### src/rtl/gg_pkg.sv
package gg_pkg;

  // Byte offsets inside the peripheral window; the bus carries word addresses.
  localparam int unsigned ALT_BYTE_OFS    = 32'h420;
  localparam int unsigned LOCK_BYTE_OFS   = 32'h520;
  localparam int unsigned COMMIT_BYTE_OFS = 32'h524;

  // Key that opens the guard.
  localparam logic [31:0] UNLOCK_KEY = 32'h0ACC_E551;

  typedef enum logic [1:0] {
    SEL_NONE   = 2'd0,
    SEL_ALT    = 2'd1,
    SEL_LOCK   = 2'd2,
    SEL_COMMIT = 2'd3
  } reg_sel_e;

endpackage

### src/rtl/gg_rst_sync.sv
module gg_rst_sync #(
  parameter int unsigned STAGES = 2
) (
  input  logic clk,
  input  logic arst_n,
  output logic srst_n
);

  localparam int unsigned DEPTH = (STAGES < 2) ? 2 : STAGES;

  logic [DEPTH-1:0] chain_q;
  logic [DEPTH-1:0] chain_d;

  always_comb begin
    chain_d = {chain_q[DEPTH-2:0], 1'b1};
  end

  always_ff @(posedge clk or negedge arst_n) begin
    if (!arst_n) begin
      chain_q <= '0;
    end else begin
      chain_q <= chain_d;
    end
  end

  assign srst_n = chain_q[DEPTH-1];

endmodule

### src/rtl/gg_decode.sv
module gg_decode
  import gg_pkg::*;
#(
  parameter int unsigned ADDR_W = 10
) (
  input  logic              wr_en,
  input  logic [ADDR_W-1:0] addr,
  output reg_sel_e          sel,
  output logic              we_alt,
  output logic              we_lock,
  output logic              we_commit
);

  localparam logic [ADDR_W-1:0] A_ALT    = ADDR_W'(ALT_BYTE_OFS    >> 2);
  localparam logic [ADDR_W-1:0] A_LOCK   = ADDR_W'(LOCK_BYTE_OFS   >> 2);
  localparam logic [ADDR_W-1:0] A_COMMIT = ADDR_W'(COMMIT_BYTE_OFS >> 2);

  always_comb begin
    if (addr == A_ALT) begin
      sel = SEL_ALT;
    end else if (addr == A_LOCK) begin
      sel = SEL_LOCK;
    end else if (addr == A_COMMIT) begin
      sel = SEL_COMMIT;
    end else begin
      sel = SEL_NONE;
    end
  end

  always_comb begin
    we_alt    = wr_en && (sel == SEL_ALT);
    we_lock   = wr_en && (sel == SEL_LOCK);
    we_commit = wr_en && (sel == SEL_COMMIT);
  end

endmodule

### src/rtl/gg_lock_commit.sv
module gg_lock_commit
  import gg_pkg::*;
#(
  parameter int unsigned DATA_W = 32,
  parameter int unsigned PIN_N  = 8
) (
  input  logic              clk,
  input  logic              rst_n,
  input  logic              we_lock,
  input  logic              we_commit,
  input  logic [DATA_W-1:0] wdata,
  output logic              locked,
  output logic [PIN_N-1:0]  commit
);

  localparam logic [DATA_W-1:0] KEY_W = DATA_W'(UNLOCK_KEY);

  logic             lock_q;
  logic             lock_d;
  logic             lock_en;
  logic [PIN_N-1:0] commit_q;
  logic [PIN_N-1:0] commit_d;
  logic             commit_en;
  logic             key_match;

  always_comb begin
    key_match = (wdata == KEY_W);
    lock_en   = we_lock;
    lock_d    = !key_match;
    commit_en = we_commit && !lock_q;
    commit_d  = wdata[PIN_N-1:0];
  end

  always_ff @(posedge clk or negedge rst_n) begin
    if (!rst_n) begin
      lock_q <= 1'b1;
    end else if (lock_en) begin
      lock_q <= lock_d;
    end
  end

  always_ff @(posedge clk or negedge rst_n) begin
    if (!rst_n) begin
      commit_q <= '1;
    end else if (commit_en) begin
      commit_q <= commit_d;
    end
  end

  assign locked = lock_q;
  assign commit = commit_q;


  key_unlock_chk: assert property (@(posedge clk) disable iff (!rst_n)
    (we_lock && wdata == KEY_W) |=> !locked);


  bad_key_lock_chk: assert property (@(posedge clk) disable iff (!rst_n)
    (we_lock && wdata != KEY_W) |=> locked);


  commit_locked_hold_chk: assert property (@(posedge clk) disable iff (!rst_n)
    (we_commit && locked) |=> $stable(commit));


  commit_open_load_chk: assert property (@(posedge clk) disable iff (!rst_n)
    (we_commit && !locked) |=> (commit == $past(wdata[PIN_N-1:0])));


  commit_idle_hold_chk: assert property (@(posedge clk) disable iff (!rst_n)
    !we_commit |=> $stable(commit));

endmodule

### src/rtl/gg_altsel.sv
module gg_altsel #(
  parameter int unsigned DATA_W = 32,
  parameter int unsigned PIN_N  = 8
) (
  input  logic              clk,
  input  logic              rst_n,
  input  logic              we_alt,
  input  logic [PIN_N-1:0]  mask,
  input  logic [DATA_W-1:0] wdata,
  output logic [PIN_N-1:0]  func_sel
);

  logic [PIN_N-1:0] sel_q;
  logic [PIN_N-1:0] sel_d;
  logic [PIN_N-1:0] bit_en;

  always_comb begin
    sel_d  = wdata[PIN_N-1:0];
    bit_en = {PIN_N{we_alt}} & mask;
  end

  for (genvar i = 0; i < PIN_N; i++) begin : g_bit
    always_ff @(posedge clk or negedge rst_n) begin
      if (!rst_n) begin
        sel_q[i] <= 1'b0;
      end else if (bit_en[i]) begin
        sel_q[i] <= sel_d[i];
      end
    end
  end

  assign func_sel = sel_q;


  alt_masked_chk: assert property (@(posedge clk) disable iff (!rst_n)
    we_alt |=> (((func_sel ^ $past(func_sel)) & ~$past(mask)) == '0));


  alt_load_chk: assert property (@(posedge clk) disable iff (!rst_n)
    we_alt |=> ((func_sel & $past(mask)) == ($past(wdata[PIN_N-1:0]) & $past(mask))));


  alt_idle_chk: assert property (@(posedge clk) disable iff (!rst_n)
    !we_alt |=> $stable(func_sel));

endmodule

### src/rtl/gpio_guard.sv
module gpio_guard
  import gg_pkg::*;
#(
  parameter int unsigned ADDR_W    = 10,
  parameter int unsigned DATA_W    = 32,
  parameter int unsigned PIN_N     = 8,
  parameter int unsigned RST_STAGE = 2
) (
  input  logic              clk,
  input  logic              rst_n,
  input  logic              wr_en,
  input  logic [ADDR_W-1:0] addr,
  input  logic [DATA_W-1:0] wdata,
  output logic [DATA_W-1:0] rdata,
  output logic [PIN_N-1:0]  func_sel,
  output logic [PIN_N-1:0]  commit_mask
);

  logic              srst_n;
  reg_sel_e          sel;
  logic              we_alt;
  logic              we_lock;
  logic              we_commit;
  logic              locked;
  logic [PIN_N-1:0]  commit;
  logic [PIN_N-1:0]  alt;
  logic [DATA_W-1:0] rd_d;
  logic [DATA_W-1:0] rd_q;

  gg_rst_sync #(.STAGES(RST_STAGE)) u_rst (
    .clk    (clk),
    .arst_n (rst_n),
    .srst_n (srst_n)
  );

  gg_decode #(.ADDR_W(ADDR_W)) u_dec (
    .wr_en     (wr_en),
    .addr      (addr),
    .sel       (sel),
    .we_alt    (we_alt),
    .we_lock   (we_lock),
    .we_commit (we_commit)
  );

  gg_lock_commit #(.DATA_W(DATA_W), .PIN_N(PIN_N)) u_lock (
    .clk       (clk),
    .rst_n     (srst_n),
    .we_lock   (we_lock),
    .we_commit (we_commit),
    .wdata     (wdata),
    .locked    (locked),
    .commit    (commit)
  );

  gg_altsel #(.DATA_W(DATA_W), .PIN_N(PIN_N)) u_alt (
    .clk      (clk),
    .rst_n    (srst_n),
    .we_alt   (we_alt),
    .mask     (commit),
    .wdata    (wdata),
    .func_sel (alt)
  );

  always_comb begin
    unique case (sel)
      SEL_ALT:    rd_d = DATA_W'(alt);
      SEL_LOCK:   rd_d = DATA_W'(locked);
      SEL_COMMIT: rd_d = DATA_W'(commit);
      default:    rd_d = '0;
    endcase
  end

  always_ff @(posedge clk or negedge srst_n) begin
    if (!srst_n) begin
      rd_q <= '0;
    end else begin
      rd_q <= rd_d;
    end
  end

  assign rdata       = rd_q;
  assign func_sel    = alt;
  assign commit_mask = commit;


  unmapped_zero_chk: assert property (@(posedge clk) disable iff (!srst_n)
    (sel == SEL_NONE) |=> (rdata == '0));


  lock_read_chk: assert property (@(posedge clk) disable iff (!srst_n)
    (sel == SEL_LOCK) |=> (rdata == DATA_W'($past(locked))));

endmodule

### config.mk
export PLATFORM = sky130hd
export DESIGN_NAME = gpio_guard
export DESIGN_NICKNAME = d
export VERILOG_FILES = /design/src/rtl/gg_pkg.sv /design/src/rtl/gg_rst_sync.sv /design/src/rtl/gg_decode.sv /design/src/rtl/gg_lock_commit.sv /design/src/rtl/gg_altsel.sv /design/src/rtl/gpio_guard.sv
export SDC_FILE = /design/constraint.sdc
export NUM_CORES = 1
export LEC_CHECK = 0
export BUFFER_PORTS_ARGS = -buffer_cell sky130_fd_sc_hd__buf_2
export CAP_MARGIN = 10
export CORE_AREA = 2 2 62 64
export DETAILED_ROUTE_END_ITERATION = 10
export DIE_AREA = 0 0 64 66
export HOLD_SLACK_MARGIN = 0.02
export MAX_ROUTING_LAYER = met4
export PLACE_DENSITY = 0.83
export SYNTH_ARGS = -nofsm -noshare
export SYNTH_HDL_FRONTEND = slang
export SYNTH_SLANG_ARGS = --single-unit
### constraint.sdc
create_clock -name clk -period 2.2 [get_ports clk]
set_input_delay 0.22 -clock clk [delete_from_list [all_inputs] [get_ports clk]]
set_output_delay 0.22 -clock clk [all_outputs]
set_load 0.01 [all_outputs]
Yosys cells after proc, flatten, opt, wreduce, memory -nomap -nowiden
Cells that the tools add are included.
{"block": "classes", "reduce_logical": 6, "mul": 0, "eq_ne": 7, "add_sub_neg": 0, "shifts": 0, "bitwise_logic": 1, "muxes": 4, "n_lt_le_gt_ge": 0, "div": 0}
{"cell": "$eq 32x28->1 const B", "n": 1}
{"cell": "$eq 10x9->1 const B", "n": 3}
{"cell": "$pmux 8 s3", "n": 1}
{"cell": "$and 8x8->8", "n": 1}
{"cell": "$mux 2", "n": 3}
{"cell": "$eq 2x2->1 const B", "n": 2}
{"cell": "$logic_and 1x1->1", "n": 4}
{"cell": "$eq 2x1->1 const B", "n": 1}
{"cell": "$logic_not 1->1", "n": 2}
{"block": "totals", "ram_bits": 0, "latchBits": 0, "register_bits": 51, "input_bits": 45, "out_inout_bits": 48, "mem_count": 0, "romBits": 0, "word_cells": 30}

Longest topological paths before layout
Gate-level depths: netlist (run 1).
{"block": "logic_depth", "depth_word": 7, "ltp_mapped": 4, "mapped_depth_nobuf": 3}

Cells and area by module
A second synthesis (run 1) with hierarchy kept.
{"block": "hier_totals", "hier_cells": 123, "area_unflattened_um2": 1519.0}
{"mod": "gpio_guard", "seq_area_each_um2": 200.2, "instances": 1, "cells_each": 52, "area_each_um2": 540.5}
{"mod": "gg_lock_commit", "seq_area_each_um2": 236.5, "instances": 1, "cells_each": 32, "area_each_um2": 484.2}
{"mod": "gg_altsel", "seq_area_each_um2": 200.2, "instances": 1, "cells_each": 25, "area_each_um2": 361.6}
{"mod": "gg_decode", "seq_area_each_um2": 0.0, "instances": 1, "cells_each": 11, "area_each_um2": 78.8}
{"mod": "gg_rst_sync", "seq_area_each_um2": 50.0, "instances": 1, "cells_each": 3, "area_each_um2": 53.8}

Worst setup path after synthesis (run 1)
OpenSTA, ideal clock, no wires.
{"block": "synth_path", "kind": "register to register", "from": "register u_lock.lock_q, in the netlist u_lock.locked", "to": "register u_lock.commit_q[0], in the netlist u_lock.commit[0]", "arrival_time_ns": 1.185, "period_less_slack_ns": 1.267, "n_path_buf": 0, "stages_incl_launch_ff": 4, "setup_time_ns": 0.082, "required_ns": 2.118, "path_slack_ns": 0.933, "path_cell_list": "dfstp_2 -> and4b_1 -> nand3_2 -> mux2_2"}
{"block": "synth_between", "elab_chain_cells": 2}
{"item": "start, declared", "line": "gg_lock_commit.sv:18", "rtl": "logic lock_q;"}
{"item": "start signal, assigned", "line": "gg_lock_commit.sv:38", "rtl": "lock_q <= lock_d;"}
{"item": "$logic_not 1->1", "line": "gg_lock_commit.sv:30", "rtl": "commit_en = we_commit && !lock_q;"}
{"item": "$logic_and 1x1->1", "line": "gg_lock_commit.sv:30"}
{"item": "end signal, assigned", "line": "gg_lock_commit.sv:46", "rtl": "commit_q <= commit_d;"}
{"item": "end, declared", "line": "gg_lock_commit.sv:21", "rtl": "logic [PIN_N-1:0] commit_q;"}
Every way passes these cells.
A chain may end at the register's enable or synchronous reset.

Worst setup path in the final report (run 1)
{"block": "layout_path", "from": "input port addr[2]", "to": "register u_lock.commit_q[5], in the netlist u_lock.commit[5]"}
{"block": "layout_between", "elab_chain_cells": 7, "word_cells_on_any_way": 9, "cone_classes": "eq/ne: 4; mux: 3; reduce/logical: 2"}
{"item": "start, declared", "line": "gpio_guard.sv:12", "rtl": "input logic [ADDR_W-1:0] addr,"}
{"item": "$eq 10x9->1", "line": "gg_decode.sv:23", "rtl": "end else if (addr == A_COMMIT) begin"}
{"item": "$mux 2", "line": "gg_decode.sv:23"}
{"item": "$mux 2", "line": "gg_decode.sv:21", "rtl": "end else if (addr == A_LOCK) begin"}
{"item": "$mux 2 *", "line": "gg_decode.sv:19", "rtl": "if (addr == A_ALT) begin"}
{"item": "$eq 2x2->1 *", "line": "gg_decode.sv:33", "rtl": "we_commit = wr_en && (sel == SEL_COMMIT);"}
{"item": "$logic_and 1x1->1 *", "line": "gg_decode.sv:33"}
{"item": "$logic_and 1x1->1 *", "line": "gg_lock_commit.sv:30"}
Mark *: on every way between the ends. The rest lies on a longest branch, timed or not.

==> results of run 1 <==
==> metal layers <==
metal  GRT usage (%)  vias up
li1                -      527
met1           15.33      531
met2           26.04       58
met3           2.896        6
met4           6.793        0
met5               -        -
==> cell usage after synthesis, drive strengths merged <==
cell type  instances
nand2              1
dfstp              9
nor2               9
nor3b              1
and4b              2
mux2              17
o31a               1
a31o               1
buf               26
a22oi              8
conb               2
nand3              2
nor4b              3
nor4bb             5
dfrtp             18
and3b              1
nor4               1
clkbuf             1
nand4             10
and2               1
==> worst max-delay path by stage <==
stage / startpoint / to / slack (ns) / depth (start not counted)
after floorplan: u_lock.locked / u_lock.commit[0] / 0.93 / 3
after global placement: addr[7] / u_lock.commit[1] / 0.55 / 4
after detailed placement: addr[2] / u_lock.commit[4] / 0.46 / 4
after CTS: addr[2] / u_lock.commit[4] / 0.82 / 4
after global routing: addr[2] / u_lock.commit[0] / 0.69 / 4
final: addr[2] / u_lock.commit[5] / 0.80 / 4
==> layout by cell type, fill, tap and decap left out, types with 2 or more instances in the layout <==
cell type  netlist  final
buf_2            0     68
conb_1           2     25
dfrtp_1         18     18
mux2_2          10     10
nand4_1         10     10
nor2_1           9      9
dfstp_2          9      9
a22oi_1          8      8
mux2_1           7      7
nor4bb_1         5      5
clkbuf_4         0      3
nor4b_4          2      2
and4b_1          2      2
==> where the power goes <==
group	internal (mW)	switching [mW]	total (mW)
Clock	0.0681	0.141	0.209
Sequential	0.504	0.00310	0.507
Combinational	0.0452	0.0620	0.107
==> cell families after synthesis <==
group | count (synthesis)
AOI/OAI and AO/OA | 10
buffers and inverters | 27
DFF | 27
muxes | 17
other | 2
and+or+nand+nor | 36
==> stage by stage <==
step | std cells | cell area, um2 | total power, mW | utilization, % | hold slack (ns)
3_3_place_gp | 232 | 1733 | 0.6192 | 48.80 | 0.004573
2_1_floorplan | 142 | 1531 | 0.5972 | - | -0.07559
5_1_grt | 237 | 1770 | 0.8663 | 49.86 | 0.1095
4_1_cts | 237 | 1770 | 0.8257 | 49.86 | 0.1334
3_5_place_dp | 232 | 1733 | 0.6215 | 48.80 | 0.007166
6_report | 237 | 1770 | 0.8230 | 49.86 | 0.1281
==> flip-flops by register name (all words and copies together) (netlist names) <==
register        count
rdata               8
u_alt.func_sel      8
u_lock.commit       8
u_rst.chain_q       2
u_lock.locked       1
==> cell type report <==
class	instances	area, um2
fill	350	1780
clock buffer	3	22.52
clock inverter	1	5.005
multi-input combinational	88	638.1
sequential	27	686.9
timing repair buffer	70	357.8
tap	48	60.06
==> critical path, stage by stage <==
cell and delay, ns:
buf_2 0.11, nor4b_4 0.62, nand3_2 0.35, mux2_2 0.37
==> impl_metrics.py, run 1 <==
metrics = {
    "clock_network": {
        "cts_buffers": 3,
        "cts_buffer_depth": 2,
        "cts_root_buffer": "clkbuf_4",
        "clkTransAtPathRegs_ns": 0.14,
        "cts_max_level": 1,
        "postCtsHoldBufs": 1,
        "post_cts_resized": 0,
        "cts_setup_buffers": 0,
        "cts_tree": "yes",
        "clkLatencyLatePin_ns": 0.32,
        "cts.sinks": 27,
    },
    "placement": {
        "port_buffers": 68,
        "pre_cts_ws_ns": 0.4553,
        "hpwl_mm": 2.386,
        "finalWeightedCongestion": 0.8839,
    },
    "sta": {
        "fmax_mhz": 714.3,
        "fin_crit_sh_pct": 63.63,
        "maxSlewViolCount": 0,
        "finClkSkew_ns": 0.005557,
        "maxSlewHeadroom_pct": 56.22,
        "post-route-min-period_ns": 1.400,
        "finalSetupTns_ns": 0,
        "hold_viol": 0,
        "setup_viol": 0,
        "setup_ws_ns": 0.8001,
        "rsz0062_at_grt": "false",
        "worstMarginPinSlew_ns": 0.6539,
    },
    "logic_synthesis": {
        "synth_top_family_by_area": "simple AND/OR/NAND/NOR gates",
        "ys_seq_area_share_pct": 47.53,
        "yosys.area.top_type_share_pct": 31.17,
        "syn_inst": 119,
        "syn_avg_cell_area_um2": 12.14,
        "syn_area_um2": 1445,
        "synthSimpleGateAreaFrac_pct": 19.05,
        "synthTopCellsByArea": "dfrtp_1 31%, dfstp_2 16%, buf_4 12%, mux2_2 7.8%, mux2_1 5.5%",
        "ys_ff_latch": 27,
        "synth_top_area_cell": "dfrtp_1",
        "synth-xor-area-share_pct": 0,
        "synth_cell_types": 24,
        "synthAdderAreaFrac_pct": 0,
        "synth_mux_area_share_pct": 13.25,
        "synth_compound_area_share_pct": 5.368,
        "yosysWarnings": 0,
    },
    "worst_setup_path": {
        "reg2reg_depth": 3,
        "cp-start-kind": "input pin",
        "crit_type": "input pin to flip-flop",
        "worstPathRequired_ns": 2.47,
        "worstSetupEndpointType": "flip-flop",
        "ff2ff_setup_slack_ns": 0.84,
        "r2r-end": "u_lock.commit[5]",
        "regToRegStartpoint": "u_lock.locked",
        "crit_fanout": 12,
        "crit_arrival_ns": 1.67,
    },
    "detailed_routing": {
        "routed.top_layer": "met4",
        "vias": 1122,
        "wl_met1_mm": 1.147,
        "via_per_inst": 4.734,
        "met2_length_mm": 1.536,
        "routedWlPerCell_um": 12.58,
        "route.met3.wl_um": 236,
        "drt-initial-drc-count": 63,
        "final_antenna_net_count": 0,
        "first_pass_iters": 4,
        "drc": 0,
        "wirelength_mm": 2.981,
    },
    "layout": {
        "drive_gt1_share_pct": 51.32,
        "final_nets": 235,
        "n_antenna_cell": 0,
        "areaGrowthSynthToFinish_pct": 22.51,
    },
    "global_routing": {
        "antenna_found_initial": 0,
        "grt_pass1_vias": 1049,
        "grt_pass1_wl_mm": 4.671,
        "grt_use_total_pct": 14.50,
        "grt_max_degree": 26,
        "grt.overflow.total": 0,
    },
    "run": {
        "drv_cap": 0,
    },
    "floorplanning": {
        "dieHeight_um": 66,
        "row_count": 22,
        "initial_core_util_pct": 40.70,
        "core_um2": 3551,
        "die_w_um": 64,
        "fp.dieArea_um2": 4224,
        "top_level_ports": 93,
    },
    "hold_path": {
        "hold_path.class": "input pin to flip-flop",
        "min_path_cells": 2,
        "min-delay-start": "wdata[4]",
        "min_to": "u_alt.func_sel[4]",
    },
    "pwr": {
        "leakagePower_nw": 0.9330,
        "ir_drop_uv": 181.1,
        "power_density_nw_per_um2": 464.8,
    },
    "outcome": {
        "status": "complete, no violations",
    },
}
No activity file was read; power rests on OpenSTA's default activity.
==> run 2: changes to the inputs <==
--- a/config.mk
+++ b/config.mk
@@ -5,14 +5,15 @@
 export SDC_FILE = /design/constraint.sdc
 export NUM_CORES = 1
 export LEC_CHECK = 0
+export ABC_AREA = 1
 export BUFFER_PORTS_ARGS = -buffer_cell sky130_fd_sc_hd__buf_2
 export CAP_MARGIN = 10
-export CORE_AREA = 2 2 62 64
+export CORE_AREA = 2 2 68 70
 export DETAILED_ROUTE_END_ITERATION = 10
-export DIE_AREA = 0 0 64 66
+export DIE_AREA = 0 0 70 72
 export HOLD_SLACK_MARGIN = 0.02
 export MAX_ROUTING_LAYER = met4
-export PLACE_DENSITY = 0.83
+export PLACE_DENSITY = 0.78
 export SYNTH_ARGS = -nofsm -noshare
 export SYNTH_HDL_FRONTEND = slang
 export SYNTH_SLANG_ARGS = --single-unit
==> constraint.sdc (replaced) <==
create_clock -name clk -period 1.4 [get_ports clk]
set_input_delay 0.14 -clock clk [delete_from_list [all_inputs] [get_ports clk]]
set_output_delay 0.14 -clock clk [all_outputs]
set_load 0.01 [all_outputs]
==> run 2 against run 1 <==
Net effect: critical path depth is 3 lower; sequential power up 57%; first-iteration DRC count grew 84%; wire length grew 20%; register-to-register slack worse by 0.51 ns; worst hold slack worse by 0.028 ns; design area up 19%; final cell count rose by 49%; clock power increased by 110%; die area is 19% higher; sequential share of layout area shrank 6.1 points; count of clock-buffer cells in the layout increased by 1; critical path type is now flip-flop to primary output; critical endpoint is now commit_mask[5]; largest power group unchanged; highest routed layer unchanged.
==> impl_metrics.py, run 2 <==
metrics = {
    "sta": {
        "finClkSkew_ns": 0.004232,
        "post-route-min-period_ns": 1.147,
        "fin_crit_sh_pct": 81.94,
        "finalSetupTns_ns": 0,
        "maxSlewViolCount": 0,
        "whs_ns": 0.1003,
        "hold_viol": 0,
        "setup_viol": 0,
        "rsz0062_at_grt": "false",
        "setup_ws_ns": 0.2529,
        "fmax_mhz": 871.7,
    },
    "logic_synthesis": {
        "yosys.area.top_type_share_pct": 26.01,
        "synthTopCellsByArea": "dfrtp_1 26%, nand2_1 14%, dfstp_2 14%, buf_4 10%, nand4_1 6.1%",
        "ys_ff_latch": 27,
        "syn_area_um2": 1732,
        "syn_avg_cell_area_um2": 7.529,
        "yosys.cell_count.top_type": "nand2_1",
        "synth_top_area_cell": "dfrtp_1",
        "synth_commonest_cells": "64 x nand2_1, 24 x buf_4, 23 x inv_1, 23 x nor2_1, 20 x nand3_1",
        "synth_cell_types": 22,
        "async_reset_ff_share_pct": 100.0,
        "synthFlopType": "dfrtp_1",
        "yosysWarnings": 0,
        "synth_edf_count": 0,
        "syn_inst": 230,
        "ys_seq_area_share_pct": 39.67,
    },
    "worst_setup_path": {
        "worstPathRequired_ns": 1.26,
        "cpMaxStageDelayCell": "dfstp_2",
        "cp-start-kind": "flip-flop",
        "crit_type": "flip-flop to primary output",
        "cp_top_family": "flip-flops",
        "worst-path-buf-inv": 1,
        "crit_fanout": 5,
        "slowest_delay_ns": 0.59,
        "crit_arrival_ns": 1.01,
        "worstSetupEndpointType": "primary output",
        "path_cells": "buf_2",
    },
    "pwr": {
        "intPower_mw": 1.074,
        "leakagePower_nw": 1.230,
        "power_mw": 1.447,
        "ir_drop_uv": 371.4,
        "p_switching_mw": 0.3727,
        "power_frac_clock_pct": 29.7,
        "power_density_nw_per_um2": 687.9,
        "p_sw_share_pct": 25.76,
        "pwr-share-seq_pct": 55.1,
        "power_frac_comb_pct": 15.2,
    },
    "layout": {
        "drive_gt1_share_pct": 35.43,
        "areaGrowthSynthToFinish_pct": 21.46,
        "final_cells": 354,
        "final_nets": 348,
        "final_area_um2": 2103,
        "nFillCells": 432,
        "fin_util_pct": 49.33,
        "final_common_cell": "buf_2",
        "layout_common_cells": "68 x buf_2, 64 x nand2_1, 25 x conb_1, 23 x inv_1, 23 x nor2_1",
        "n_antenna_cell": 0,
    },
    "clock_network": {
        "cts_tree": "yes",
        "cts_setup_buffers": 0,
        "cts_buffer_depth": 2,
        "clkTransAtPathRegs_ns": 0.09,
        "cts_max_level": 1,
        "clkLatencyLatePin_ns": 0.26,
        "cts_root_buffer": "clkbuf_8",
        "cts.sinks": 27,
        "cts_buffers": 3,
    },
    "floorplanning": {
        "die_w_um": 70,
        "dieHeight_um": 72,
        "fp.dieArea_um2": 5040,
        "initial_core_util_pct": 40.61,
        "core_um2": 4264,
        "row_count": 24,
        "top_level_ports": 93,
    },
    "global_routing": {
        "grt_pass1_vias": 1506,
        "grt_pass1_wl_mm": 6.134,
        "grt.overflow.total": 0,
        "grt_use_total_pct": 15.04,
        "antenna_found_initial": 0,
        "grt_max_degree": 26,
    },
    "placement": {
        "finalWeightedCongestion": 0.8391,
        "port_buffers": 68,
        "hpwl_mm": 3.027,
        "placed_cell_area_um2": 2048,
        "pre_cts_ws_ns": 0.1360,
        "dp.cells": 349,
    },
    "detailed_routing": {
        "routedWlPerCell_um": 10.13,
        "vias": 1567,
        "final_antenna_net_count": 0,
        "drt-initial-drc-count": 116,
        "first_pass_iters": 4,
        "drc": 0,
        "wirelength_mm": 3.587,
        "via_per_inst": 4.427,
    },
    "hold_path": {
        "hold_path.class": "input pin to flip-flop",
    },
    "run": {
        "drv_cap": 0,
    },
    "outcome": {
        "status": "complete, no violations",
    },
}
run 2: cell count changes after synthesis, moves of 4 or more:
cell,before,now
nand3_1,1,20
inv_1,0,23
a22oi_1,8,0
mux2_2,10,0
o21ai_2,0,8
nor2_2,0,4
nand4_1,10,17
nor2_1,9,23
nor4bb_1,5,0
mux2_1,7,0
nand2_1,1,64
inv_2,0,5
run 2: power groups by stage:
stage               logic [mW]  clock network, mW  registers [mW]
floorplan                0.159                  0           0.822
global placement         0.213                  0           0.812
detailed placement       0.219                  0           0.812
CTS                      0.222              0.444           0.798
global route             0.250              0.478           0.799
finish                   0.219              0.430           0.798
run 2: worst paths after layout:
kind | from | endpoint | slack, ns | cells past startpoint
setup reg to reg | u_lock.locked | u_lock.commit[5] | 0.33 | 4
setup / recovery | u_lock.commit[5] | commit_mask[5] | 0.25 | 1
hold reg to reg | u_rst.chain_q[1] | u_alt.func_sel[4] | 0.23 | 1
max in group asynchronous | u_rst.chain_q[1] | u_lock.locked | 0.88 | 1
min in group asynchronous | rst_n | u_rst.chain_q[1] | 0.18 | 2
hold / removal | wdata[4] | u_lock.commit[4] | 0.10 | 3
run 2: cells by family after synthesis:
logic type | share of synthesized area, %
buffers and inverters | 17.92
other | 0.4337
AO/OA/AOI/OAI | 4.335
AND/OR/NAND/NOR | 37.64
flip-flops | 39.67
run 2: routing by layer:
layer	share of wire (%)	GRT usage (%)
met5	0	-
met2	52	28.04
met3	5.4	0.6944
met4	0.84	4.915
met1	42	17.49
run 2: what timing repair did:
item | in CTS | in global routing
setup endpoints to repair | 0 | 0
hold buffers | 1 | 0
gates resized for setup | 0 | 0
hold endpoints to repair | 2 | 0
run 2: cell type report:
class	count	area [um2]	area share [%]
Tap cell	52	65.06	3.093
Clock buffer	4	45.04	2.142
Timing Repair Buffer	73	380.4	18.08
Multi-Input combinational cell	170	820.8	39.02
Inverter	28	105.1	4.997
Sequential cell	27	686.9	32.66
run 2: worst reg2reg max path: cells and delay by family (launching register included):
family | cells | cell delay [ns]
DFF | 1 | 0.38
and+or+nand+nor | 3 | 0.57
AOI/OAI and AO/OA | 1 | 0.06
==> run 3: changes to the inputs <==
==> constraint.sdc (replaced) <==
create_clock -name clk -period 1.1 [get_ports clk]
set_input_delay 0.11 -clock clk [delete_from_list [all_inputs] [get_ports clk]]
set_output_delay 0.11 -clock clk [all_outputs]
set_load 0.01 [all_outputs]
==> run 3 against run 2 <==
Net effect: combinational power is 39% higher; clock power is 30% higher; sequential power is 27% higher; design area is 5.5% higher; critical endpoint unchanged; largest cell class unchanged; largest power group unchanged; highest routed layer unchanged.
==> impl_metrics.py, run 3 (synthesized netlist as in run 2, its figures left out) <==
metrics = {
    "floorplanning": {
        "dieHeight_um": 72,
        "row_count": 24,
        "top_level_ports": 93,
        "fp.dieArea_um2": 5040,
        "initial_core_util_pct": 40.61,
        "core_um2": 4264,
        "die_w_um": 70,
    },
    "detailed_routing": {
        "drt-initial-drc-count": 146,
        "final_antenna_net_count": 0,
        "drc": 0,
        "wirelength_mm": 4.004,
        "routedWlPerCell_um": 10.91,
        "vias": 1647,
        "via_per_inst": 4.488,
        "first_pass_iters": 4,
    },
    "layout": {
        "final_common_cell": "buf_2",
        "drive_gt1_share_pct": 38.73,
        "final_cells": 367,
        "layout_common_cells": "68 x buf_2, 64 x nand2_1, 25 x conb_1, 23 x inv_1, 22 x nor2_1",
        "final_nets": 361,
        "n_antenna_cell": 0,
        "areaGrowthSynthToFinish_pct": 28.18,
    },
    "worst_setup_path": {
        "crit_type": "flip-flop to primary output",
        "crit_arrival_ns": 0.96,
        "worstPathRequired_ns": 0.99,
        "path_cells": "buf_2",
        "cp_top_family": "flip-flops",
        "worst-path-buf-inv": 1,
        "cp-start-kind": "flip-flop",
        "crit_fanout": 2,
        "slowest_delay_ns": 0.56,
        "worstSetupEndpointType": "primary output",
        "cpMaxStageDelayCell": "dfstp_2",
    },
    "sta": {
        "post-route-min-period_ns": 1.074,
        "hold_viol": 0,
        "maxSlewViolCount": 0,
        "finClkSkew_ns": 0.006044,
        "fmax_mhz": 931.4,
        "setup_viol": 0,
        "fin_crit_sh_pct": 97.60,
    },
    "pwr": {
        "leakagePower_nw": 1.299,
        "power_mw": 1.875,
        "power_density_nw_per_um2": 844.9,
        "ir_drop_uv": 452.1,
    },
    "clock_network": {
        "clkTransAtPathRegs_ns": 0.09,
        "clkLatencyLatePin_ns": 0.27,
        "cts_buffer_depth": 2,
        "cts.sinks": 27,
        "cts_tree": "yes",
        "cts_max_level": 1,
        "cts_buffers": 3,
        "cts_root_buffer": "clkbuf_8",
    },
    "global_routing": {
        "grt_pass1_vias": 1430,
        "grt.overflow.total": 0,
        "antenna_found_initial": 0,
        "grt_pass1_wl_mm": 6.403,
        "grt_use_total_pct": 15.98,
        "grt_max_degree": 26,
    },
    "placement": {
        "dp.cells": 353,
        "finalWeightedCongestion": 0.8239,
        "port_buffers": 68,
        "hpwl_mm": 3.047,
    },
    "outcome": {
        "status": "complete, no violations",
    },
    "hold_path": {
        "hold_path.class": "input pin to flip-flop",
    },
    "run": {
        "drv_cap": 0,
    },
}
run 3: cell types whose count changed in the layout (fill, tap and decap cells not counted):
| cell | delta |
|---|---|
| buf_4 | +12 |
| clkbuf_1 | -1 |
| clkinv_2 | +1 |
| nor2_4 | +1 |
| nand3_4 | +1 |
| nor2_1 | -1 |
run 3: report_power, final:
| part | internal (mW) | total (mW) | switching, mW |
|---|---|---|---|
| Combinational | 0.114 | 0.305 | 0.191 |
| Sequential | 1.01 | 1.01 | 0.00472 |
| Clock | 0.254 | 0.559 | 0.305 |
| Total | 1.37 | 1.88 | 0.501 |
run 3: path summary, 6_finish.rpt:
path                                   from                end  slack [ns]  cells after the start
min in group asynchronous             rst_n   u_rst.chain_q[0]        0.13                      2
min reg2reg                u_rst.chain_q[1]  u_alt.func_sel[4]        0.23                      1
max in group asynchronous  u_rst.chain_q[1]   u_lock.commit[2]        0.58                      1
min                                wdata[6]   u_lock.commit[6]        0.06                      3
max                        u_lock.commit[5]     commit_mask[5]        0.03                      1
max reg2reg                u_lock.commit[5]  u_alt.func_sel[5]        0.05                      4
run 3: cell type report:
type | count | area, um2
Multi-Input combinational cell | 171 | 845.8
Clock buffer | 3 | 41.29
Sequential cell | 27 | 686.9
Clock inverter | 1 | 5.005
Fill cell | 416 | 2044
Inverter | 28 | 105.1
Timing Repair Buffer | 85 | 470.5
Tap cell | 52 | 65.06
run 3: stage by stage:
stage	utilization [%]	cell area [um2]	hold WS, ns	worst slack (ns)	setup TNS (ns)
final	52.05	2220	0.06223	0.02639	0
after global routing	52.05	2220	0.05983	-0.02430	-0.02430
after CTS	51.47	2195	0.06157	0.01241	0
after detailed placement	48.74	2078	-0.1039	-0.1046	-1.063
after global placement	48.74	2078	-0.1050	-0.03150	-0.2847
after floorplan	-	1818	-0.1856	0.09800	0
run 3: per-layer routing:
layer	wire (um)	vias to the layer above	share of wire [%]	GRT usage (%)
met3	260	4	6.5	1.250
met5	0	-	0	-
met2	2063	85	52	27.62
met4	33	0	0.82	4.274
li1	-	850	-	-
met1	1646	708	41	20.48
run 3: repair_timing:
action	in CTS	in global routing
endpoints found under the setup margin	8	8
resized for setup	0	3
gates cloned	0	1
buffers inserted	8	0
pin swaps	0	1
hold buffers	1	0
endpoints found under the hold margin	2	0
